## src/rtl/tps_pkg.sv

```systemverilog
package tps_pkg;
  localparam int WORD_W = 64;
  localparam int PORT_W = 32;
  localparam int QTR_W  = 16;
  localparam int BE_W   = WORD_W / 8;
  localparam int PBE_W  = PORT_W / 8;
  localparam int QBE_W  = QTR_W / 8;
  localparam int CNT_W  = 4;

  typedef enum logic [1:0] {PH_IDLE, PH_ADDR, PH_DATA} phase_t;

  // First counter value of the data steps: after 2 or 4 address pieces.
  function automatic logic [CNT_W-1:0] cnt_base(input logic m16);
    return m16 ? CNT_W'(4) : CNT_W'(2);
  endfunction

  function automatic logic [1:0] last_idx(input logic m16);
    return m16 ? 2'd3 : 2'd1;
  endfunction

  function automatic logic [1:0] data_idx(input logic [CNT_W-1:0] cnt, input logic m16);
    logic [CNT_W-1:0] d;
    d = cnt - cnt_base(m16);
    return d[1:0];
  endfunction

  function automatic logic [PORT_W-1:0] pick_piece(input logic [WORD_W-1:0] w,
                                                   input logic m16, input logic [1:0] i);
    if (m16) return {{(PORT_W-QTR_W){1'b0}}, w[int'(i)*QTR_W +: QTR_W]};
    return w[int'(i[0])*PORT_W +: PORT_W];
  endfunction

  function automatic logic [PBE_W-1:0] pick_be(input logic [BE_W-1:0] be,
                                               input logic m16, input logic [1:0] i);
    if (m16) return {{(PBE_W-QBE_W){1'b0}}, be[int'(i)*QBE_W +: QBE_W]};
    return be[int'(i[0])*PBE_W +: PBE_W];
  endfunction

  function automatic logic [PBE_W-1:0] port_be_mask(input logic m16);
    return m16 ? {{(PBE_W-QBE_W){1'b0}}, {QBE_W{1'b1}}} : {PBE_W{1'b1}};
  endfunction

  function automatic logic [WORD_W-1:0] put_piece(input logic [WORD_W-1:0] w, input logic m16,
                                                  input logic [1:0] i, input logic [PORT_W-1:0] p);
    logic [WORD_W-1:0] r;
    r = w;
    if (m16) r[int'(i)*QTR_W +: QTR_W] = p[QTR_W-1:0];
    else     r[int'(i[0])*PORT_W +: PORT_W] = p;
    return r;
  endfunction

  // Pieces that cover bits 31:0 of a word.
  function automatic logic low_half(input logic m16, input logic [1:0] i);
    return m16 ? !i[1] : (i == 2'd0);
  endfunction
endpackage

```

## src/rtl/tps_ctrl.sv

```systemverilog
module tps_ctrl
  import tps_pkg::*;
#(
  parameter int LEN_W = 4
) (
  input  logic                  clk,
  input  logic                  rst,
  input  logic                  mode_16,
  input  logic                  txn_valid,
  input  logic [WORD_W-1:0]     txn_addr,
  input  logic                  txn_write,
  input  logic                  txn_burst,
  input  logic [LEN_W-1:0]      txn_len_m1,
  input  logic                  step,
  output phase_t                phase,
  output logic [CNT_W-1:0]      cnt,
  output logic                  mode_q,
  output logic                  write_q,
  output logic [WORD_W-1:0]     addr_q,
  output logic [1:0]            idx,
  output logic                  word_end,
  output logic                  final_piece,
  output logic                  dummy
);
  logic             odd_q;
  logic             first_q;
  logic [LEN_W-1:0] left_q;

  always_comb begin
    idx         = (phase == PH_ADDR) ? cnt[1:0] : data_idx(cnt, mode_q);
    word_end    = (idx == last_idx(mode_q));
    final_piece = (phase == PH_DATA) && word_end && (left_q == '0);
    dummy       = (phase == PH_DATA) && odd_q && first_q && low_half(mode_q, idx);
  end

  always_ff @(posedge clk) begin
    if (rst) begin
      phase   <= PH_IDLE;
      cnt     <= '0;
      mode_q  <= 1'b0;
      write_q <= 1'b0;
      addr_q  <= '0;
      odd_q   <= 1'b0;
      first_q <= 1'b0;
      left_q  <= '0;
    end else begin
      unique case (phase)
        PH_IDLE: if (txn_valid) begin
          phase   <= PH_ADDR;
          cnt     <= '0;
          mode_q  <= mode_16;
          write_q <= txn_write;
          addr_q  <= txn_addr;
          odd_q   <= txn_burst && txn_addr[2];
          first_q <= 1'b1;
          left_q  <= txn_burst ? txn_len_m1 : '0;
        end
        PH_ADDR: if (step) begin
          if (word_end) begin
            cnt   <= cnt_base(mode_q);
            phase <= PH_DATA;
          end else begin
            cnt <= cnt + 1'b1;
          end
        end
        PH_DATA: if (step) begin
          if (word_end) begin
            first_q <= 1'b0;
            if (left_q == '0) begin
              phase <= PH_IDLE;
              cnt   <= '0;
            end else begin
              left_q <= left_q - 1'b1;
              cnt    <= cnt_base(mode_q);
            end
          end else begin
            cnt <= cnt + 1'b1;
          end
        end
        default: phase <= PH_IDLE;
      endcase
    end
  end

  AST_CNT_RANGE: assert property (@(posedge clk) disable iff (rst)
    phase != PH_IDLE |-> cnt < (cnt_base(mode_q) << 1));
  AST_IDLE_CNT_ZERO: assert property (@(posedge clk) disable iff (rst)
    phase == PH_IDLE |-> cnt == '0);
  AST_CNT_ON_STEP: assert property (@(posedge clk) disable iff (rst)
    (phase != PH_IDLE && !step) |=> $stable(cnt));
  AST_MODE_HELD: assert property (@(posedge clk) disable iff (rst)
    (phase != PH_IDLE && $past(phase) != PH_IDLE) |-> $stable(mode_q));
endmodule

```

## src/rtl/tps_wr_slicer.sv

```systemverilog
module tps_wr_slicer
  import tps_pkg::*;
(
  input  logic              clk,
  input  logic              rst,
  input  logic              load,
  input  logic [WORD_W-1:0] wq_data,
  input  logic [BE_W-1:0]   wq_be,
  input  logic              consume,
  input  logic              mode_q,
  input  logic [1:0]        idx,
  input  logic              dummy,
  output logic              buf_valid,
  output logic [PORT_W-1:0] piece_data,
  output logic [PBE_W-1:0]  piece_be
);
  logic [WORD_W-1:0] word_q;
  logic [BE_W-1:0]   be_q;

  always_ff @(posedge clk) begin
    if (rst) begin
      buf_valid <= 1'b0;
      word_q    <= '0;
      be_q      <= '0;
    end else if (load) begin
      buf_valid <= 1'b1;
      word_q    <= wq_data;
      be_q      <= wq_be;
    end else if (consume) begin
      buf_valid <= 1'b0;
    end
  end

  always_comb begin
    piece_data = dummy ? '0 : pick_piece(word_q, mode_q, idx);
    piece_be   = dummy ? '0 : pick_be(be_q, mode_q, idx);
  end

  AST_NO_LOAD_OVER_WORD: assert property (@(posedge clk) disable iff (rst)
    load |-> !buf_valid);
  AST_CONSUME_HAS_WORD: assert property (@(posedge clk) disable iff (rst)
    consume |-> buf_valid);
endmodule

```

## src/rtl/tps_rd_packer.sv

```systemverilog
module tps_rd_packer
  import tps_pkg::*;
(
  input  logic              clk,
  input  logic              rst,
  input  logic              take,
  input  logic [PORT_W-1:0] dn_data,
  input  logic              mode_q,
  input  logic [1:0]        idx,
  input  logic              word_end,
  input  logic              dummy,
  input  logic              rq_ready,
  output logic              rq_valid,
  output logic [WORD_W-1:0] rq_data
);
  logic [WORD_W-1:0] acc_q;
  logic [WORD_W-1:0] acc_next;

  always_comb acc_next = put_piece(acc_q, mode_q, idx, dummy ? '0 : dn_data);

  always_ff @(posedge clk) begin
    if (rst) begin
      acc_q    <= '0;
      rq_valid <= 1'b0;
      rq_data  <= '0;
    end else begin
      if (rq_valid && rq_ready) rq_valid <= 1'b0;
      if (take) begin
        if (word_end) begin
          rq_data  <= acc_next;
          rq_valid <= 1'b1;
          acc_q    <= '0;
        end else begin
          acc_q <= acc_next;
        end
      end
    end
  end

  AST_RQ_HOLD: assert property (@(posedge clk) disable iff (rst)
    (rq_valid && !rq_ready) |=> (rq_valid && $stable(rq_data)));
  AST_NO_TAKE_WHEN_FULL: assert property (@(posedge clk) disable iff (rst)
    take |-> !rq_valid);
endmodule

```

## src/rtl/tps_serializer.sv

```systemverilog
module tps_serializer
  import tps_pkg::*;
#(
  parameter int LEN_W = 4
) (
  input  logic              clk,
  input  logic              rst,
  input  logic              mode_16,
  input  logic              txn_valid,
  output logic              txn_ready,
  input  logic [WORD_W-1:0] txn_addr,
  input  logic              txn_write,
  input  logic              txn_burst,
  input  logic [LEN_W-1:0]  txn_len_m1,
  input  logic              wq_valid,
  output logic              wq_ready,
  input  logic [WORD_W-1:0] wq_data,
  input  logic [BE_W-1:0]   wq_be,
  output logic              rq_valid,
  input  logic              rq_ready,
  output logic [WORD_W-1:0] rq_data,
  output logic              up_valid,
  input  logic              up_ready,
  output logic [PORT_W-1:0] up_data,
  output logic [PBE_W-1:0]  up_be,
  output logic              up_addr,
  output logic              up_last,
  input  logic              dn_valid,
  output logic              dn_ready,
  input  logic [PORT_W-1:0] dn_data
);
  phase_t             phase;
  logic [CNT_W-1:0]   cnt;
  logic               mode_q, write_q;
  logic [WORD_W-1:0]  addr_q;
  logic [1:0]         idx;
  logic               word_end, final_piece, dummy;
  logic               buf_valid;
  logic [PORT_W-1:0]  wr_piece;
  logic [PBE_W-1:0]   wr_be;
  logic               up_fire, dn_fire, step, wq_fire, wr_consume;

  always_comb begin
    txn_ready  = (phase == PH_IDLE);
    up_addr    = (phase == PH_ADDR);
    up_valid   = up_addr || ((phase == PH_DATA) && write_q && buf_valid);
    up_data    = up_addr ? pick_piece(addr_q, mode_q, idx) : wr_piece;
    up_be      = up_addr ? port_be_mask(mode_q) : wr_be;
    up_last    = write_q && final_piece && buf_valid;
    wq_ready   = (phase == PH_DATA) && write_q && !buf_valid;
    dn_ready   = (phase == PH_DATA) && !write_q && !rq_valid;
    up_fire    = up_valid && up_ready;
    dn_fire    = dn_valid && dn_ready;
    wq_fire    = wq_valid && wq_ready;
    step       = (up_addr || write_q) ? up_fire : dn_fire;
    wr_consume = up_fire && (phase == PH_DATA) && word_end;
  end

  tps_ctrl #(.LEN_W(LEN_W)) u_ctrl (
    .clk(clk), .rst(rst), .mode_16(mode_16), .txn_valid(txn_valid),
    .txn_addr(txn_addr), .txn_write(txn_write), .txn_burst(txn_burst),
    .txn_len_m1(txn_len_m1), .step(step), .phase(phase), .cnt(cnt),
    .mode_q(mode_q), .write_q(write_q), .addr_q(addr_q), .idx(idx),
    .word_end(word_end), .final_piece(final_piece), .dummy(dummy)
  );

  tps_wr_slicer u_slicer (
    .clk(clk), .rst(rst), .load(wq_fire), .wq_data(wq_data), .wq_be(wq_be),
    .consume(wr_consume), .mode_q(mode_q), .idx(idx), .dummy(dummy),
    .buf_valid(buf_valid), .piece_data(wr_piece), .piece_be(wr_be)
  );

  tps_rd_packer u_packer (
    .clk(clk), .rst(rst), .take(dn_fire), .dn_data(dn_data), .mode_q(mode_q),
    .idx(idx), .word_end(word_end), .dummy(dummy), .rq_ready(rq_ready),
    .rq_valid(rq_valid), .rq_data(rq_data)
  );

  AST_UP_HOLD: assert property (@(posedge clk) disable iff (rst)
    (up_valid && !up_ready) |=> (up_valid && $stable(up_data) && $stable(up_be)));
  AST_DUMMY_QUIET: assert property (@(posedge clk) disable iff (rst)
    (up_valid && dummy) |-> (up_be == '0 && up_data == '0));
  AST_LAST_ONLY_WRITE: assert property (@(posedge clk) disable iff (rst)
    up_last |-> (up_valid && !up_addr));
  AST_ADDR_NOT_LAST: assert property (@(posedge clk) disable iff (rst)
    up_addr |-> !up_last);
endmodule

```

## config.mk

```make
export PLATFORM = sky130hd
export DESIGN_NAME = tps_serializer
export DESIGN_NICKNAME = d
export VERILOG_FILES = /design/src/rtl/tps_pkg.sv /design/src/rtl/tps_ctrl.sv /design/src/rtl/tps_wr_slicer.sv /design/src/rtl/tps_rd_packer.sv /design/src/rtl/tps_serializer.sv
export SDC_FILE = /design/constraint.sdc
export NUM_CORES = 1
export LEC_CHECK = 0
export BUFFER_PORTS_ARGS = -buffer_cell sky130_fd_sc_hd__buf_2
export CORE_MARGIN = 2
export CORE_UTILIZATION = 40
export DETAILED_ROUTE_END_ITERATION = 10
export HOLD_SLACK_MARGIN = 0.06
export PLACE_DENSITY = 0.73
export SYNTH_ARGS = -nofsm -noshare
export SYNTH_HDL_FRONTEND = slang
export SYNTH_HIERARCHICAL = 1
export SYNTH_SLANG_ARGS = --single-unit
export TNS_END_PERCENT = 5
```

## constraint.sdc

```tcl
create_clock -name clk -period 5.45 [get_ports clk]
set_clock_uncertainty 0.2 [all_clocks]
set_input_delay 1.09 -clock clk [delete_from_list [all_inputs] [get_ports clk]]
set_output_delay 1.09 -clock clk [all_outputs]
set_load 0.03 [all_outputs]
```

==> metrics list <==
- The tool flagged a number of max-cap violations equal to 0.
* Share of the clock period used by the worst path after layout: 93.5%
- In the final design database the tool counted 2086 nets.
- The via count of the first global-routing pass was between 10000 and 15000.
- Setup repair after global routing left no endpoint under its margin.
- Worst path arrival time: about 3.8 ns
- The max-slew violation count came to 0.
- Hold buffers post-CTS: 0
- Share of power burned in combinational logic: a little under a third
* Dpl hpwl: between 30 and 40 mm
* Max rail drop VDD: 0.000261 V
- For this design the static power due to leakage is between 6 and 7 nW.
- The first global-routing pass estimated approximately 78 mm of wire.
- I/O pin cnt: roughly 290
- TritonCTS built the clock tree.
- Clock tree synthesis inserted a total of 31 buffers.
- Final worst path period need: slightly above 5 ns
- Dividing the detail-routed via count by the number of cells gives roughly 5.9.
- In this run the tightest slew margin relative to its limit is roughly a fifth.
* Crit-path max cell delay: about 0.44 ns
- The number of buffers and inverters on the critical path is 3.
- Clock-pin slew on the worst setup and hold paths: around 0.060 ns
* Setup violations, final: 0
- GR Util met1: approximately 33%
* Leading cell type in the layout, fill and taps excluded: sky130_fd_sc_hd__buf_2
- GPL Wtd Cong: roughly 1.0
- The average instance in the mapped netlist occupies between 8 and 9 sq um.
- Post-route ant nets: 0
- The path class of the tightest hold or removal check is flop to flop.
* Routed wire length: between 50 and 60 mm
* Clock sinks: about 280
- Final-report hold violation count: 0
- For this run, global-route usage on met2 was measured as between 40% and 50%.
* Area growth, synth to finish: 17.2%
- Setup TNS: 0 ns
* Crit-path leading delay family: simple AND/OR/NAND/NOR gates
- The pre-antenna-repair detailed-routing pass consisted of 5 iterations.
- In this run the worst path has a maximum fanout of 32.
- Summing every instance area after synthesis gives ~15000 sq um.
* Relative contribution of the clock network to total power: 33.8%
* Worst hold slack: ~0.25 ns
- Overall Global Routing Usage: between 20% and 30%
- DRC violations left: 0
- Register-to-Register Path Depth: 9
- From left edge to right edge, the die measures around 200 microns.
- P_sw: 2.40 mW
* Number of input and output port buffers inserted: approximately 290
- The tree is rooted in a sky130_fd_sc_hd__clkbuf_16.
* Number of fillers in the final layout: around 3500
* Reg-to-reg critical path endpoint: u_packer/rq_data[57]
- Crit path max-delay cell type: sky130_fd_sc_hd__dfxtp_1
- Setup repair bufs after CTS: 0
- Part of the total power dissipated in sequential elements: between 30% and 40%
* End point of the worst hold path: u_ctrl/odd_q
* Hold Path Depth: 2
- The flow ran to the end, and the final reports show no timing, DRC or antenna violations.
- Leaving out fill and tap cells, the most frequent cells in the layout are sky130_fd_sc_hd__buf_2 (287), sky130_fd_sc_hd__dfxtp_1 (276), sky130_fd_sc_hd__nand2_1 (227).
- The worst setup path is launched from a flop.
- Derived from the worst setup path, the maximum achievable clock frequency is just under 200 MHz.
- Startpoint of the lowest-slack hold path: u_ctrl/odd_q
- Most used cell, CP: sky130_fd_sc_hd__nand2_1
- With fillers left out, the area of the finished cells amounts to ~17000 sq um.
- Counting every net in the synthesized netlist gives 1904.
* Longest Clk Path Bufs: 3
* Std-Cell Core Area: 36300 sq um
- Count of synthesis-stage warnings from yosys: 6
- M3 GR Usage: 3.97%
* Register-to-register path setup slack: roughly 1.2 ns
- Initial antenna violation count: 3
- The detailed router finished its first iteration with about 1200 violations.
- Of the total power, the share spent switching nets is 36.9%.
* Slew of the pin with the lowest slew margin: between 1 and 1.5 ns
- The floorplan has 70 rows.
- The startpoint identified for the worst register-to-register timing path is u_ctrl/phase[1].
* Effective utilization at floorplan: just over 40%
- Routed length per placed instance: 21.4 microns
- Sum of overflow across all layers after global routing: 0
- In this run the cell area measured after placement is 16100 sq um.
- In the final layout, the share of cells above drive strength 1 is a little over a fifth.
* Pin count of the biggest net entering global routing: 137
- Vert. Die Dim: 195 microns
- The internal portion of the total power is around 4.1 mW.
- Die Area: approximately 38000 sq um
- The completed layout was analyzed and its total power is 6.50 mW.
- Clk_lat worst skew: approximately 0.58 ns
- The routed layout has approximately 14000 vias.
- Category of the worst setup path capture point: output port
- Power density relative to cell area: roughly 380 nW/um^2
- Maximum level of the CTS H-tree: 1
- After technology mapping, the gate count stands at around 1700.
- Setup Crit Path Kind: flop to output port
- Data required time at the worst endpoint: between 4 and 5 ns
* Most used routing layer: met2
- List of cells traversed by the critical path: inv_1 -> ha_1 -> nor2_1 -> xor2_4 -> nor3_2 -> buf_4 -> or3b_4 -> o31ai_4 -> a221o_1 -> nand2_1 -> nand2_1 -> buf_2
## state kept, by name, summed over array words and instances (netlist names)
name                cells
u_ctrl/addr_q          64
u_ctrl/cnt              2
u_ctrl/first_q          1
u_ctrl/left_q           4
u_ctrl/mode_q           1
u_ctrl/odd_q            1
u_ctrl/phase            2
u_ctrl/write_q          1
u_packer/acc_q         64
u_packer/rq_data       64
u_packer/rq_valid       1
u_slicer/be_q           8
u_slicer/buf_valid      1
u_slicer/word_q        64
## timing repair
item,CTS,global route
gates resized for setup,0,1
setup endpoints to repair,0,7
hold endpoints to repair,0,0
## final cells by class
cell class                 instances  area [sq um]  share of cell area, %
antenna                            1          2.50                 0.0146
clock buffer                      46           932                   5.43
clock inverter                    12           151                  0.882
inverter                          15          56.3                  0.328
multi-input combinational       1253          8220                   47.9
sequential                       278          5570                   32.5
tap                              468           586                   3.41
timing repair buffer             313          1650                   9.60
## layer usage
metal	vias up	wire length, microns
met4	4	2430
met2	701	23500
met5	-	24
met1	6751	21100
li1	6578	-
met3	118	4080
## worst max-delay path by stage
| stage | from | end | cells past startpoint |
|---|---|---|---|
| floorplan | u_ctrl/phase[1] | up_data[0] | 10 |
| global placement | u_ctrl/phase[1] | up_data[9] | 11 |
| detailed placement | u_ctrl/phase[1] | up_data[6] | 11 |
| CTS | u_ctrl/phase[1] | up_data[6] | 11 |
| global route | u_ctrl/phase[1] | up_data[5] | 12 |
| finish | u_ctrl/phase[1] | up_data[5] | 12 |
## worst register-to-register path, stage by stage, from the launching register on
cell	delay [ns]
sky130_fd_sc_hd__dfxtp_1	0.44
sky130_fd_sc_hd__inv_1	0.12
sky130_fd_sc_hd__ha_1	0.30
sky130_fd_sc_hd__nor2_1	0.29
sky130_fd_sc_hd__xor2_4	0.22
sky130_fd_sc_hd__buf_12	0.37
sky130_fd_sc_hd__ha_1	0.79
sky130_fd_sc_hd__and3b_1	0.84
sky130_fd_sc_hd__a311oi_1	0.29
sky130_fd_sc_hd__o31ai_1	0.31
## power groups by stage
stage | Sequential (mW) | Combinational [mW] | Clock (mW)
finish | 2.28 | 2.02 | 2.20
global route | 2.30 | 2.16 | 2.32
CTS | 2.28 | 2.00 | 2.24
detailed placement | 2.32 | 1.99 | 0
global placement | 2.31 | 1.96 | 0
floorplan | 2.28 | 1.52 | 0
## stage by stage
step                std cells  setup slack (ns)  util (%)
floorplan                1710             0.973         -
global placement         2327             0.910      44.2
detailed placement       2327             0.825      44.2
CTS                      2385             0.198      47.2
global route             2385             0.121      47.2
finish                   2386             0.352      47.2
No activity file was read; power rests on OpenSTA's default activity.
